`src/rtl/xbc_pkg.sv`:
```
package xbc_pkg;
   localparam logic [7:0] CMD_CNT_RD = 8'h22;
   localparam logic [7:0] CMD_CNT_WR = 8'hA2;
   localparam logic [7:0] CMD_CFG_RD = 8'h21;
   localparam logic [7:0] CMD_CFG_WR = 8'hA1;
   localparam logic [7:0] CMD_IRQ_RD = 8'h24;
   localparam logic [7:0] CMD_IRQ_WR = 8'hA4;
   localparam int         IRQ_BIT    = 2;

   typedef struct packed {
      logic cnt_en;
      logic sel_atl;
      logic dir_wr;
   } cfg_t;
endpackage

```
`src/rtl/xbc_regs.sv`:
```
module xbc_regs
   import xbc_pkg::*;
#(
   parameter int W         = 16,
   parameter int ATL_LIMIT = 'h1000,
   parameter int ITL_LIMIT = 'h0800
) (
   input  logic         clk,
   input  logic         rst_n,
   input  logic         cmd_wr,
   input  logic [7:0]   cmd_in,
   input  logic         data_wr,
   input  logic [W-1:0] data_in,
   input  logic         irq_q,
   output cfg_t         cfg_q,
   output logic [W-1:0] count_q,
   output logic [W-1:0] cnt_next,
   output logic         cnt_load,
   output logic         irq_clr,
   output logic         limit_err,
   output logic [W-1:0] data_out
);
   localparam logic [W-1:0] ATL_L = ATL_LIMIT[W-1:0];
   localparam logic [W-1:0] ITL_L = ITL_LIMIT[W-1:0];

   logic [7:0]   cmd_q;
   logic [W-1:0] limit;
   logic         over;

   assign limit    = cfg_q.sel_atl ? ATL_L : ITL_L;
   assign over     = data_in > limit;
   assign cnt_next = over ? limit : data_in;
   assign cnt_load = data_wr && (cmd_q == CMD_CNT_WR);
   assign irq_clr  = data_wr && (cmd_q == CMD_IRQ_WR) && data_in[IRQ_BIT];

   always_ff @(posedge clk or negedge rst_n) begin
      if (!rst_n) begin
         cmd_q     <= '0;
         cfg_q     <= '0;
         count_q   <= '0;
         limit_err <= 1'b0;
      end else begin
         if (cmd_wr) cmd_q <= cmd_in;
         if (data_wr && cmd_q == CMD_CFG_WR) cfg_q <= cfg_t'(data_in[2:0]);
         if (cnt_load) begin
            count_q <= cnt_next;
            if (over) limit_err <= 1'b1;
         end
      end
   end

   always_comb begin
      data_out = '0;
      case (cmd_q)
         CMD_CNT_RD: data_out = count_q;
         CMD_CFG_RD: data_out[2:0] = cfg_q;
         CMD_IRQ_RD: data_out[IRQ_BIT] = irq_q;
         default:    data_out = '0;
      endcase
   end
endmodule

```
`src/rtl/xbc_progress.sv`:
```
module xbc_progress #(
   parameter int W = 16
) (
   input  logic         clk,
   input  logic         rst_n,
   input  logic         cnt_load,
   input  logic [W-1:0] cnt_next,
   input  logic [W-1:0] count_q,
   input  logic         rearm,
   input  logic         active,
   input  logic         word_stb,
   input  logic         byte_stb,
   output logic         armed_q,
   output logic         eot_evt
);
   logic [W-1:0] done_q;
   logic [W:0]   sum;
   logic [1:0]   inc;
   logic         step;

   assign inc  = word_stb ? 2'd2 : (byte_stb ? 2'd1 : 2'd0);
   assign sum  = {1'b0, done_q} + {{(W-1){1'b0}}, inc};
   assign step = armed_q && active && (word_stb || byte_stb) && !cnt_load && !rearm;
   assign eot_evt = step && (sum >= {1'b0, count_q});

   always_ff @(posedge clk or negedge rst_n) begin
      if (!rst_n) begin
         done_q  <= '0;
         armed_q <= 1'b0;
      end else if (cnt_load) begin
         done_q  <= '0;
         armed_q <= (cnt_next != '0);
      end else if (rearm) begin
         done_q  <= '0;
         armed_q <= (count_q != '0);
      end else if (step) begin
         if (eot_evt) begin
            done_q  <= count_q;
            armed_q <= 1'b0;
         end else begin
            done_q  <= sum[W-1:0];
         end
      end
   end
endmodule

```
`src/rtl/xbc_dreq.sv`:
```
module xbc_dreq (
   input  logic clk,
   input  logic rst_n,
   input  logic dma_enable,
   input  logic cnt_en,
   input  logic armed_q,
   input  logic ext_eot,
   output logic rearm,
   output logic ext_evt,
   output logic dma_req
);
   logic en_prev;
   logic xoff_q;

   assign rearm   = dma_enable && !en_prev;
   assign ext_evt = ext_eot && dma_enable && !cnt_en && !xoff_q;
   assign dma_req = dma_enable && (cnt_en ? armed_q : !xoff_q);

   always_ff @(posedge clk or negedge rst_n) begin
      if (!rst_n) begin
         en_prev <= 1'b0;
         xoff_q  <= 1'b0;
      end else begin
         en_prev <= dma_enable;
         if (ext_evt)    xoff_q <= 1'b1;
         else if (rearm) xoff_q <= 1'b0;
      end
   end
endmodule

```
`src/rtl/xfer_byte_counter.sv`:
```
module xfer_byte_counter
   import xbc_pkg::*;
#(
   parameter int W           = 16,
   parameter int ATL_LIMIT   = 'h1000,
   parameter int ITL_LIMIT   = 'h0800,
   parameter bit EXT_EOT_IRQ = 1'b1
) (
   input  logic         clk,
   input  logic         rst_n,
   input  logic         cmd_wr,
   input  logic [7:0]   cmd_in,
   input  logic         data_wr,
   input  logic [W-1:0] data_in,
   output logic [W-1:0] data_out,
   input  logic         pio_active,
   input  logic         dma_enable,
   input  logic         word_stb,
   input  logic         byte_stb,
   input  logic         ext_eot,
   output logic         dma_req,
   output logic         irq_eot,
   output logic         buf_status_upd,
   output logic         limit_err,
   output logic         buf_sel_atl,
   output logic         buf_dir_wr
);
   if (W < 8) begin : g_bad_w
      $error("W must be at least 8");
   end
   if (ATL_LIMIT >= (1 << W) || ITL_LIMIT >= (1 << W)) begin : g_bad_lim
      $error("limits must fit in W bits");
   end
   if (ITL_LIMIT > ATL_LIMIT || ITL_LIMIT < 1) begin : g_bad_order
      $error("ITL_LIMIT must be in 1..ATL_LIMIT");
   end

   cfg_t         cfg_q;
   logic [W-1:0] count_q, cnt_next;
   logic         cnt_load, irq_clr, armed_q, eot_evt;
   logic         rearm, ext_evt, active, eot_any, irq_q, upd_q;

   xbc_regs #(.W(W), .ATL_LIMIT(ATL_LIMIT), .ITL_LIMIT(ITL_LIMIT)) u_regs (
      .clk(clk), .rst_n(rst_n), .cmd_wr(cmd_wr), .cmd_in(cmd_in),
      .data_wr(data_wr), .data_in(data_in), .irq_q(irq_q),
      .cfg_q(cfg_q), .count_q(count_q), .cnt_next(cnt_next),
      .cnt_load(cnt_load), .irq_clr(irq_clr), .limit_err(limit_err),
      .data_out(data_out)
   );

   assign active = pio_active || (dma_enable && cfg_q.cnt_en);

   xbc_progress #(.W(W)) u_prog (
      .clk(clk), .rst_n(rst_n), .cnt_load(cnt_load), .cnt_next(cnt_next),
      .count_q(count_q), .rearm(rearm), .active(active),
      .word_stb(word_stb), .byte_stb(byte_stb),
      .armed_q(armed_q), .eot_evt(eot_evt)
   );

   xbc_dreq u_dreq (
      .clk(clk), .rst_n(rst_n), .dma_enable(dma_enable),
      .cnt_en(cfg_q.cnt_en), .armed_q(armed_q), .ext_eot(ext_eot),
      .rearm(rearm), .ext_evt(ext_evt), .dma_req(dma_req)
   );

   if (EXT_EOT_IRQ) begin : g_ext_irq
      assign eot_any = eot_evt || ext_evt;
   end else begin : g_int_only
      assign eot_any = eot_evt;
   end

   always_ff @(posedge clk or negedge rst_n) begin
      if (!rst_n) begin
         irq_q <= 1'b0;
         upd_q <= 1'b0;
      end else begin
         upd_q <= eot_any;
         if (eot_any)      irq_q <= 1'b1;
         else if (irq_clr) irq_q <= 1'b0;
      end
   end

   assign irq_eot        = irq_q;
   assign buf_status_upd = upd_q;
   assign buf_sel_atl    = cfg_q.sel_atl;
   assign buf_dir_wr     = cfg_q.dir_wr;
endmodule

```
`config.mk`:
```
export PLATFORM = sky130hd
export DESIGN_NAME = xfer_byte_counter
export DESIGN_NICKNAME = d
export VERILOG_FILES = /design/src/rtl/xbc_pkg.sv /design/src/rtl/xbc_regs.sv /design/src/rtl/xbc_progress.sv /design/src/rtl/xbc_dreq.sv /design/src/rtl/xfer_byte_counter.sv
export SDC_FILE = /design/constraint.sdc
export NUM_CORES = 1
export LEC_CHECK = 0
export CAP_MARGIN = 20
export CORE_AREA = 10 10 102 77
export CTS_CLUSTER_DIAMETER = 120
export DETAILED_ROUTE_END_ITERATION = 12
export DIE_AREA = 0 0 112 87
export PLACE_DENSITY = 0.81
export REMOVE_ABC_BUFFERS = 1
export SYNTH_ARGS = -nofsm -noshare
export SYNTH_HDL_FRONTEND = slang
export SYNTH_SLANG_ARGS = --single-unit
```
`constraint.sdc`:
```
create_clock -name clk -period 6.6 [get_ports clk]
set_input_delay 0.66 -clock clk [delete_from_list [all_inputs] [get_ports clk]]
set_output_delay 0.66 -clock clk [all_outputs]
set_load 0.01 [all_outputs]
```
# == Word-level counts from Yosys, hierarchy flattened ==
# Cells that the tools add are included.
# word_totals
regBits,49
out_inout_bits,22
# op_classes
addsub,1
order_cmp,2
n_eq_ne,6
n_mux,20
n_reduce_logical,31
# op_table
cell,count
16-bit two-way mux,5
16-bit nonzero test,2
13-bit two-way mux,2
8-bit by 6-bit equality test with 1-bit output (second input constant),3
8-bit equality test (second input constant),3
16-bit by 2-bit adder with 17-bit output,1
17-bit by 16-bit greater-or-equal comparator with 1-bit output,1
16-bit greater-than comparator,1
1-bit logical AND,15
1-bit two-way mux,10
3-bit nonzero test,2
1-bit zero test,5
2-bit one-hot mux with 2 select lines,1
2-bit AND reduction,2
2-bit nonzero test,2
1-bit logical OR,3
1-bit one-hot mux with 3 select lines,1
2-bit two-way mux,1

# == Longest topological paths before layout ==
# depth
word_depth,11
ltp_mapped,17
mapped_depth_nobuf,15

# == Cells and area by module ==
# A second synthesis with hierarchy kept.
# unflattened
hier_cells,380
area_unflattened_um2,3468.3
# modules_own_cells
mod,n_inst,cells_per_inst,area_per_inst_um2
xbc_progress,1,206,1717.9
xbc_regs,1,158,1567.8
xbc_dreq,1,10,105.1
xfer_byte_counter,1,6,77.6

# == Least setup slack after synthesis ==
# Ideal clock, no wire load.
# synth_timing
kind,input to register
startpoint,input byte_stb
endpoint,register u_prog.done_q[5]
setup_time_ps,128
t_arrival_ps,3500
required_ps,6472
setup_slack_ps,2972
stages,17
n_path_buf,2
cell_sequence,nor2b_1 -> ha_1 -> a21o_1 -> nand4_1 -> nor4_1 -> and4_1 -> xor2_1 -> ha_1 -> a21oi_1 -> a21boi_0 -> o21ai_0 -> o31a_1 -> and3_1 -> clkbuf_8 -> buf_4 -> mux2i_1 -> o22ai_1
# synth_between
elab_chain_cells,9
elab_cells_between_ends,14
# synth_rtl
element,line_no,source
start: declaration,xfer_byte_counter.sv:19,"input logic byte_stb,"
1-bit two-way mux or 1-bit logical OR (tied branches),"xbc_progress.sv:21, xbc_progress.sv:23",
2-bit two-way mux or 1-bit logical AND (tied branches),"xbc_progress.sv:21, xbc_progress.sv:23",
16-bit by 2-bit adder with 17-bit output or 1-bit logical AND (tied branches),"xbc_progress.sv:22, xbc_progress.sv:23",
17-bit by 16-bit greater-or-equal comparator with 1-bit output or 1-bit logical AND (tied branches),"xbc_progress.sv:24, xbc_progress.sv:23",
1-bit logical AND,xbc_progress.sv:24,"assign eot_evt = step && (sum >= {1'b0, count_q});"
16-bit two-way mux,xbc_progress.sv:37,if (eot_evt) begin
16-bit two-way mux,xbc_progress.sv:36,end else if (step) begin
16-bit two-way mux,xbc_progress.sv:33,end else if (rearm) begin
16-bit two-way mux,xbc_progress.sv:30,end else if (cnt_load) begin
end signal: assignment,xbc_progress.sv:38,done_q <= count_q;
end signal: assignment,xbc_progress.sv:41,done_q <= sum[W-1:0];
end: declaration,xbc_progress.sv:16,logic [W-1:0] done_q;
# Several ways; a longest one is shown, not always the timed one. The select of a mux whose other input is x is not followed.
# A chain may end at the register's enable or synchronous reset.

# == Final worst setup path ==
# layout_timing
startpoint,input word_stb
endpoint,register u_prog.done_q[8]
# layout_between
elab_chain_cells,9
elab_cells_between_ends,13
# layout_rtl
element,line_no,source
start: declaration,xfer_byte_counter.sv:18,"input logic word_stb,"
"parallel branches: the longest is 9 deep, another holds 16-bit by 2-bit adder with 17-bit output",n/a,
# Several ways; the timed one is not identified. The select of a mux whose other input is x is not followed.

==> out/metrics.csv <==
stage;metric;value;unit
run_status;run_status;finished clean;
clocking;ctsResizeCount;0;
setup_path;reg2reg_setup_slack;2340;ps
clocking;cts_inserted_buffers;5;
final_layout;regArea;1230;um2
clocking;clock-root-buffer;clkbuf_8;
placed_design;io_buffers;54;
clocking;postCtsSetupBuffers;0;
route;antenna_left;0;
global_routing;overflow;0;
final_layout;fin_nets;443;
clocking;cts_tree;yes;
sta;fin_crit;4710;ps
clocking;cts_max_level;2;
sta;clock_skew;8.38;ps
route;drt-initial-drc-count;264;
setup_path;path_max_fanout;22;
placed_design;dpl.hpwl;6.49;mm
route;viasPerCell;5.92;
setup_path;critPathArrivalTime;4870;ps
global_routing;grt_pass1_vias;2761;
die;die_area;9740;um2
clocking;clk_latency;310;ps
logic_synthesis;synth_flop_cell;dfrtp_1;
global_routing;grt_max_degree;50;
sta;min_period_over_period;71.4;%
sta;timing.hold.ws;439;ps
setup_path;worst_setup_path_end_kind;flip-flop;
logic_synthesis;synth_area_per_cell;9.29;um2
sta;worst_slew_pin_slew;1100;ps
route;num_vias;2770;
final_layout;nFillCells;500;
route;routed_wl;8.48;mm
power;powerDensity;184;nW/um2
final_layout;area_growth;20.1;%
clocking;clkSlewWorstSetupHoldPaths;90;ps
die;rows;24;
route;drt_pass1_iterations;5;
clocking;clock-sinks;49;
power;ir_drop;0.115;mV
setup_path;start_kind;input port;
global_routing;grtUsageTotal;17.5;%
setup_path;criticalPathCategory;input port to flip-flop;
placed_design;placed_area;3700;um2
die;fp.dieW;112;um
sta;hold_viol_final;0;
die;fp.dieH;87;um
logic_synthesis;ys_ff_latch;49;
logic_synthesis;syn_inst;340;
sta;finalSetupViolCount;0;
die;start_util;52.8;%
sta;fin_ws;1890;ps
placed_design;dp_slack;1580;ps
sta;fmax;0.212;GHz
sta;setup_tns;0;ps
global_routing;grt_pass1_wl;14.2;mm
clocking;ctsHoldBuffers;0;
setup_path;reg2reg_depth;15;
sta;drv_slew;0;
placed_design;gp_congestion;0.969;
run;cap_violations;0;
route;wl_per_cell;18.1;um
hold_path;hold_class;input port to asynchronous set/reset pin;
sta;rsz0062_at_grt;false;
setup_path;critPathRequiredTime;6760;ps
sta;max_slew_margin;26.4;%
logic_synthesis;netlist_area;3160;um2
logic_synthesis;synth_edf_count;0;
final_layout;final_core_util;63.5;%
final_layout;fin_area;3790;um2
logic_synthesis;ys_async_sr_fraction;100;%
route;drc;0;
final_layout;drive_gt1_share;8.21;%
setup_path;reg2reg_from;u_prog.done_q[1];
final_layout;multi_input_area;1720;um2
power;p_leak;1.68;nW
global_routing;antenna_found_initial;0;
logic_synthesis;ys_types;57;
clocking;ctsLongestPathBuffers;2;
die;io_pins;55;
logic_synthesis;yosys_warnings;0;
final_layout;n_antenna_cell;0;
die;core_area;5980;um2
setup_path;timing.rr.end;u_prog.done_q[8];
logic_synthesis;ys_seq_area_share;38.8;%
critical path, cell delays in order:
cell             delay [ps]
clkdlybuf4s50_1         490
nor2b_1                 140
ha_1                    190
a21o_1                  160
nand4_1                 220
nor4_1                  550
and4_1                  290
xor2_1                  210
ha_1                    290
a21oi_1                 170
a21boi_0                100
o21ai_0                 150
o31a_1                  150
and3_1                  450
buf_4                   350
mux2i_1                 210
o22ai_1                 100
synth_stat cells, types with 8 or more instances:
master | instances | share of area, %
o22ai_1 | 14 | 2.8
nand3_1 | 17 | 2.7
dfrtp_1 | 49 | 39
xnor2_1 | 11 | 3.1
mux2_2 | 9 | 3.2
ha_1 | 20 | 7.9
o21ai_0 | 13 | 2.1
nand2_1 | 36 | 4.3
inv_1 | 26 | 3.1
nor2_1 | 16 | 1.9
nor4_1 | 10 | 2.0
nor3_1 | 15 | 2.4
o311ai_1 | 9 | 2.5
a21oi_1 | 8 | 1.3
report_power, final:
part,total (mW),internal (mW),leakage [nW],switching [mW]
Sequential,0.358,0.329,0.583,0.0293
Combinational,0.157,0.0701,1.05,0.0873
Clock,0.182,0.0749,0.0374,0.107
Total,0.697,0.474,1.68,0.223
layout make-up:
class                      instances  share of cell area (%)
multi-input combinational        249                    45.3
sequential                        49                    32.3
timing repair buffer              58                    14.9
inverter                          26                    2.57
tap                               78                    2.57
clock buffer                       6                    1.91
clock inverter                     2                   0.396
kinds of logic after synthesis:
| family | share of synthesized area, % |
|---|---|
| AO/OA/AOI/OAI | 13.8 |
| adder cells (fa/ha/maj) | 8.56 |
| multiplexers | 5.43 |
| XOR/XNOR | 3.61 |
| flip-flops | 38.8 |
| buffers and inverters | 6.77 |
| AND/OR/NAND/NOR | 23.0 |
layout by cell type (no fill, tap or decap), drive strengths merged, types with 3 or more instances in the layout:
cell and instances:
clkdlybuf4s50 53, dfrtp 49, nand2 37, inv 26, ha 20, nand3 17
nor2 16, nor3 16, o22ai 14, o21ai 14, xnor2 11, nor4 11
mux2 9, o311ai 9, a21oi 8, a31oi 7, mux2i 7, clkbuf 6
nand4 5, and3 5, buf 5, nor2b 4, and4 4, a21o 3
nand2b 3, a211oi 3
layer usage:
| layer | part of all wire (%) | routed length (um) | GRT usage (%) |
|---|---|---|---|
| met2 | 44 | 3750 | 27.5 |
| met4 | 0.45 | 38 | 3.45 |
| met1 | 46 | 3930 | 23.0 |
| met5 | 0 | 0 | 0 |
| met3 | 8.9 | 758 | 6.06 |
metrics by stage:
stage | power [mW] | std cells
final | 0.697 | 468
after floorplan | 0.442 | 324
after detailed placement | 0.519 | 459
after CTS | 0.699 | 467
after global placement | 0.512 | 459
after global routing | 0.737 | 468
sequential cells by signal, indices dropped and copies added (netlist names):
register / flops
irq_eot: 1
u_prog.done_q: 16
u_regs.count_q: 16
u_regs.cfg_q: 3
u_prog.armed_q: 1
buf_status_upd: 1
u_regs.cmd_q: 8
u_dreq.en_prev: 1
u_regs.limit_err: 1
u_dreq.xoff_q: 1
how the worst max path moves through the flow:
stage	to	startpoint	slack [ps]	cells past startpoint
floorplan	u_prog.done_q[5]	byte_stb	2550	15
global placement	u_prog.done_q[8]	word_stb	1790	17
detailed placement	u_prog.done_q[8]	word_stb	1580	17
CTS	u_prog.done_q[8]	word_stb	1910	17
global route	u_prog.done_q[8]	word_stb	1530	17
finish	u_prog.done_q[8]	word_stb	1890	17
No activity file was read; power rests on OpenSTA's default activity.
